**src/rtl/pic_pkg.sv**
```systemverilog
package pic_pkg;
  localparam int NUM_SRC     = 128;
  localparam int NUM_SW      = 8;
  localparam int PRIO_W      = 4;
  localparam int VEC_W       = 9;
  localparam int STACK_DEPTH = 16;
  localparam int ADDR_W      = 8;
  localparam int DATA_W      = PRIO_W;
  localparam int NUM_PER     = NUM_SRC - NUM_SW;
  localparam int IDX_W       = $clog2(NUM_SRC);
  localparam int SW_W        = $clog2(NUM_SW);
  localparam int SLOT_W      = $clog2(STACK_DEPTH);
  localparam int SP_W        = $clog2(STACK_DEPTH + 1);
  localparam int CUR_ADDR    = NUM_SRC;
  localparam int SW_BASE     = NUM_SRC + 8;

  typedef struct packed {
    logic              prioWe;
    logic              curWe;
    logic              swWe;
    logic              push;
    logic              pop;
    logic [IDX_W-1:0]  idx;
    logic [SW_W-1:0]   swIdx;
    logic [PRIO_W-1:0] val;
    logic              swVal;
    logic [SLOT_W-1:0] slot;
  } strobe_t;
endpackage

```
**src/rtl/pic_datapath.sv**
```systemverilog
module pic_datapath
  import pic_pkg::*;
(
  input  logic               clk,
  input  logic               rstN,
  input  strobe_t            st,
  input  logic [NUM_PER-1:0] periphIrq,
  input  logic [ADDR_W-1:0]  busAddr,
  output logic [DATA_W-1:0]  busRdata,
  output logic               irqOut,
  output logic [VEC_W-1:0]   vecOut,
  output logic [PRIO_W-1:0]  curPrio,
  output logic [PRIO_W-1:0]  reqPrio
);
  logic [PRIO_W-1:0]  prioReg  [NUM_SRC];
  logic [PRIO_W-1:0]  effPrio  [NUM_SRC];
  logic [PRIO_W-1:0]  stackMem [STACK_DEPTH];
  logic [NUM_SW-1:0]  swFlag;
  logic [NUM_SRC-1:0] pending;
  logic [IDX_W-1:0]   bestIdx, winIdx;
  logic [PRIO_W-1:0]  bestPrio, winPrio;

  assign pending = {periphIrq, swFlag};

  // Per-source priority storage and masking by pending state
  for (genvar i = 0; i < NUM_SRC; i++) begin : g_src
    always_ff @(posedge clk) begin
      if (!rstN)                                    prioReg[i] <= '0;
      else if (st.prioWe && st.idx == IDX_W'(i))    prioReg[i] <= st.val;
    end
    assign effPrio[i] = pending[i] ? prioReg[i] : '0;
  end

  always_ff @(posedge clk) begin
    if (!rstN) swFlag <= '0;
    else if (st.swWe) swFlag[st.swIdx] <= st.swVal;
  end

  // Highest priority wins; scanning downward with >= leaves the lowest index on ties
  always_comb begin
    bestPrio = '0;
    bestIdx  = '0;
    for (int i = NUM_SRC - 1; i >= 0; i--) begin
      if (effPrio[i] != '0 && effPrio[i] >= bestPrio) begin
        bestPrio = effPrio[i];
        bestIdx  = IDX_W'(i);
      end
    end
  end

  // Stage 1: arbitration result
  always_ff @(posedge clk) begin
    if (!rstN) begin
      winIdx  <= '0;
      winPrio <= '0;
    end else begin
      winIdx  <= bestIdx;
      winPrio <= bestPrio;
    end
  end

  // Stage 2: masked request towards the processor
  always_ff @(posedge clk) begin
    if (!rstN) begin
      irqOut  <= 1'b0;
      vecOut  <= '0;
      reqPrio <= '0;
    end else begin
      irqOut  <= !st.push && (winPrio > curPrio);
      vecOut  <= VEC_W'(winIdx);
      reqPrio <= winPrio;
    end
  end

  always_ff @(posedge clk) begin
    if (!rstN)          curPrio <= '0;
    else if (st.push)   curPrio <= reqPrio;
    else if (st.pop)    curPrio <= stackMem[st.slot];
    else if (st.curWe)  curPrio <= st.val;
  end

  always_ff @(posedge clk) begin
    if (st.push) stackMem[st.slot] <= curPrio;
  end

  always_comb begin
    busRdata = '0;
    if (int'(busAddr) < NUM_SRC)
      busRdata = prioReg[busAddr[IDX_W-1:0]];
    else if (int'(busAddr) == CUR_ADDR)
      busRdata = curPrio;
    else if (int'(busAddr) >= SW_BASE && int'(busAddr) < SW_BASE + NUM_SW)
      busRdata = DATA_W'(swFlag[SW_W'(int'(busAddr) - SW_BASE)]);
  end
endmodule

```
**src/rtl/pic_control.sv**
```systemverilog
module pic_control
  import pic_pkg::*;
(
  input  logic              clk,
  input  logic              rstN,
  input  logic              busWe,
  input  logic [ADDR_W-1:0] busAddr,
  input  logic [DATA_W-1:0] busWdata,
  input  logic              intAck,
  input  logic              intEoi,
  input  logic              irqOut,
  output strobe_t           st,
  output logic [SP_W-1:0]   stackPtr
);
  logic push, pop;
  logic inSw;

  assign push = intAck && irqOut && (stackPtr != SP_W'(STACK_DEPTH));
  assign pop  = intEoi && !push && (stackPtr != '0);
  assign inSw = (int'(busAddr) >= SW_BASE) && (int'(busAddr) < SW_BASE + NUM_SW);

  always_ff @(posedge clk) begin
    if (!rstN)     stackPtr <= '0;
    else if (push) stackPtr <= stackPtr + 1'b1;
    else if (pop)  stackPtr <= stackPtr - 1'b1;
  end

  always_comb begin
    st.prioWe = busWe && (int'(busAddr) < NUM_SRC);
    st.curWe  = busWe && (int'(busAddr) == CUR_ADDR);
    st.swWe   = busWe && inSw;
    st.push   = push;
    st.pop    = pop;
    st.idx    = busAddr[IDX_W-1:0];
    st.swIdx  = SW_W'(int'(busAddr) - SW_BASE);
    st.val    = busWdata[PRIO_W-1:0];
    st.swVal  = busWdata[0];
    st.slot   = push ? stackPtr[SLOT_W-1:0] : SLOT_W'(stackPtr - 1'b1);
  end
endmodule

```
**src/rtl/prio_irq_ctrl.sv**
```systemverilog
module prio_irq_ctrl
  import pic_pkg::*;
(
  input  logic               clk,
  input  logic               rstN,
  input  logic [NUM_PER-1:0] periphIrq,
  input  logic               busWe,
  input  logic [ADDR_W-1:0]  busAddr,
  input  logic [DATA_W-1:0]  busWdata,
  output logic [DATA_W-1:0]  busRdata,
  input  logic               intAck,
  input  logic               intEoi,
  output logic               irqOut,
  output logic [VEC_W-1:0]   vecOut
);
  strobe_t           st;
  logic [PRIO_W-1:0] curPrio;
  logic [PRIO_W-1:0] reqPrio;
  logic [SP_W-1:0]   stackPtr;

  pic_control i_ctrl (
    .clk      (clk),
    .rstN     (rstN),
    .busWe    (busWe),
    .busAddr  (busAddr),
    .busWdata (busWdata),
    .intAck   (intAck),
    .intEoi   (intEoi),
    .irqOut   (irqOut),
    .st       (st),
    .stackPtr (stackPtr)
  );

  pic_datapath i_dp (
    .clk       (clk),
    .rstN      (rstN),
    .st        (st),
    .periphIrq (periphIrq),
    .busAddr   (busAddr),
    .busRdata  (busRdata),
    .irqOut    (irqOut),
    .vecOut    (vecOut),
    .curPrio   (curPrio),
    .reqPrio   (reqPrio)
  );
endmodule

```
**config.mk**
```make
export PLATFORM = sky130hd
export DESIGN_NAME = prio_irq_ctrl
export DESIGN_NICKNAME = d
export VERILOG_FILES = /design/src/rtl/pic_pkg.sv /design/src/rtl/pic_datapath.sv /design/src/rtl/pic_control.sv /design/src/rtl/prio_irq_ctrl.sv
export SDC_FILE = /design/constraint.sdc
export NUM_CORES = 2
export LEC_CHECK = 0
export ABC_AREA = 0
export BUFFER_PORTS_ARGS = -buffer_cell sky130_fd_sc_hd__buf_4
export CAP_MARGIN = 20
export CORE_MARGIN = 1
export CORE_UTILIZATION = 45
export DETAILED_ROUTE_END_ITERATION = 8
export PLACE_DENSITY_LB_ADDON = 0.2
export SYNTH_ARGS = -nofsm -noshare
export SYNTH_HDL_FRONTEND = slang
export SYNTH_SLANG_ARGS = --single-unit
```
**constraint.sdc**
```tcl
create_clock -name clk -period 216.1 [get_ports clk]
set_input_delay 21.61 -clock clk [delete_from_list [all_inputs] [get_ports clk]]
set_output_delay 21.61 -clock clk [all_outputs]
set_load 0.005 [all_outputs]
```
==> flow_summary.yaml <==
run_status:
  status: "completed"
detailed_routing:
  drc_errors: 0
  vias: 56500
  ant_nets: 0
  drtPass1Iterations: 8
  drt_iter0_drc: 6097
  routedWlPerCell_um: 23.4
  wl_um: 208000
  vias_per_cell: 6.35
synth:
  ys_types: 132
  ys_ff_latch: 616
  synth_top_area_share: 0.302
  synth-async-reset-ratio: 0
  netlist.top_cell.by_area: "edfxtp_1"
  synth_edf_count: 576
  synth-seq-area-share: 0.316
  yosys_most_used_dff: "edfxtp_1"
  syn_avg_cell_area_um2: 8.90
  synth_area_leaders: "edfxtp_1, ha_1, mux4_2"
  synth_area_mm2: 0.0573
  syn-instance-count: 6437
  synth_warnings: 0
die:
  io_pins: 151
  rows: 130
  start_util: 0.455
  dieWidth_um: 359
  dieArea_mm2: 0.129
  dieHeight_um: 359
  coreArea_mm2: 0.126
global_route:
  grt_pass1_vias: 52200
  grt.total_usage: 0.308
  grt_pass1_wl_um: 307000
  grt_max_degree: 82
  grt.overflow.total: 0
  antenna_found_initial: 24
sta:
  max_freq_ghz: 0.00489
  final-hold-violation-count: 0
  finalCritPeriodShare: 0.946
  drv_slew: 0
  slew_headroom: 0.218
  skew_ps: 26.4
  max_slew.worst_pin.slew_ps: 1160
  fin_crit_ps: 204500
  setup_viol: 0
placed_design:
  dp_hpwl_um: 157000
  io_buffers: 148
  dp.cells: 8639
  gp_congestion: 0.990
run:
  cap_violations: 0
finish:
  final_nets: 7696
  final_cells: 8899
  drive_gt1_frac: 0.243
  syn2layout_area_growth_pct: 21.1
setup_path:
  critical_path_class: "in -> reg"
  startpoint_type: "primary input"
  rrSetupSlack_ps: 32250
  cp_slowest_cell: "or4b_2"
  cp-end-kind: "flop"
  critPathMaxStageDelay_ps: 750
  required_ps: 216650
  cp_max_fo: 13
  rr_worst_depth: 985
  r2r_end: "i_dp.winIdx[4]"
  cp.arrival_ps: 205050
  timing.rr.start: "i_dp.prioReg[127][1]"
  crit_top_cell: "ha_1"
cts:
  cts_tree: "yes"
  cts_buffers: 69
  path_clk_slew_ps: 60
  insertion_delay_ps: 630
  clk_path_buf_depth: 3
  htree_levels: 3
  cts.sinks: 616
  root_buffer: "clkbuf_16"
worst_hold_path:
  hp-class: "reg -> reg"
  holdPathStages: 1
  hold_end: "i_dp.vecOut[4]"
  hp-start: "i_dp.winIdx[4]"
## cells in the final DEF, fill, tap and decap left out, types with 93 or more instances in the layout
cell type,instances
and2_1,263
nand2_1,755
nor2_1,423
o21ai_0,367
buf_4,940
a21o_1,103
o21a_1,93
inv_1,242
and3_1,532
nand3_1,117
a21oi_1,403
nor2b_1,115
ha_1,390
mux4_2,190
edfxtp_1,576
## worst max-delay path: cells and delay by family
family | cells | cell delay (ps)
adder cells (fa/ha/maj) | 119 | 33900
AO/OA/AOI/OAI | 400 | 75970
buffers and inverters | 80 | 11100
AND/OR/NAND/NOR | 268 | 39180
multiplexers | 16 | 4620
## registers in the layout, summed over array words and instances (netlist names)
signal	flops
i_dp.winIdx	7
i_dp.swFlag	8
i_dp.prioReg	512
i_dp.winPrio	4
i_dp.reqPrio	4
i_dp.irqOut	1
i_dp.stackMem	64
i_ctrl.stackPtr	5
i_dp.vecOut	7
i_dp.curPrio	4
## layout make-up
| cell class | instances | area, um2 |
|---|---|---|
| multi-input cells | 5290 | 38800 |
| fillers | 11300 | 56500 |
| diodes | 29 | 72.6 |
| inverters | 244 | 916 |
| clock buffers | 89 | 1880 |
| clock inverters | 33 | 443 |
| repair buffers | 948 | 7140 |
| well taps | 1650 | 2060 |
| flip-flops and latches | 616 | 18100 |
## Yosys cell counts, drive strengths merged (22+ instances only)
library cell    n
a21boi         39
a21oi         480
a211oi         63
or3            37
o21a          102
dfxtp          40
inv           244
o211ai         74
edfxtp        576
mux2           24
nand3         122
mux2i          51
o211a          22
a21o          105
and3          532
a211o          23
or2            71
o41ai          97
and2          267
o21ai         446
nor3           95
nor2b         125
clkbuf        256
buf            35
mux4          190
o2111ai        22
o21bai         38
nand2b         85
o22ai          23
o31ai          50
nor3b          24
nand4          22
a221oi         30
nand2         759
nor2          462
a31oi          78
ha            390
## kinds of logic after synthesis
kind of cell             after synthesis  synth area share
flip-flops                           616             0.316
buffers and inverters                535            0.0355
AO/OA/AOI/OAI                       1937             0.234
multiplexers                         265            0.0883
XOR/XNOR                               6          0.000918
adder cells (fa/ha/maj)              404            0.0876
other                                  1         0.0000655
AND/OR/NAND/NOR                     2673             0.237
## what timing repair did
action | CTS | global route
hold buffers | 0 | 0
resized for setup | 0 | 364
setup buffers | 0 | 103
endpoints found under the setup margin | 0 | 11
endpoints found under the hold margin | 0 | 0
## per-stage QoR
step	utilization	worst slack (ps)	hold WS [ps]	TNS, ps	area, um2
finish	0.551	11600	439	0	69400
floorplan	-	14700	412	0	57300
global route	0.551	-1700	454	-17960	69300
global placement	0.513	4300	417	0	64600
CTS	0.532	205	435	0	67000
detailed placement	0.513	535	420	0	64600
## how the worst max path moves through the flow
stage / depth (start not counted) / end / start
global placement: 1189 / i_dp.winIdx[6] / periphIrq[118]
CTS: 886 / i_dp.winIdx[6] / periphIrq[118]
finish: 883 / i_dp.winIdx[4] / periphIrq[118]
floorplan: 1189 / i_dp.winIdx[5] / periphIrq[119]
detailed placement: 905 / i_dp.winIdx[6] / periphIrq[118]
global route: 874 / i_dp.winPrio[2] / periphIrq[119]
## per-layer routing
layer  global-route usage  up-vias  share of wire
met5                    0        -        0.00028
met4                0.110       12          0.035
met3               0.0501      410          0.095
met2                0.488     2748           0.45
met1                0.425    27200           0.42
li1                     -    26100              -
Power is not shown: default switching activity piles up to over one toggle a cycle in this logic, so the estimate is an artifact.
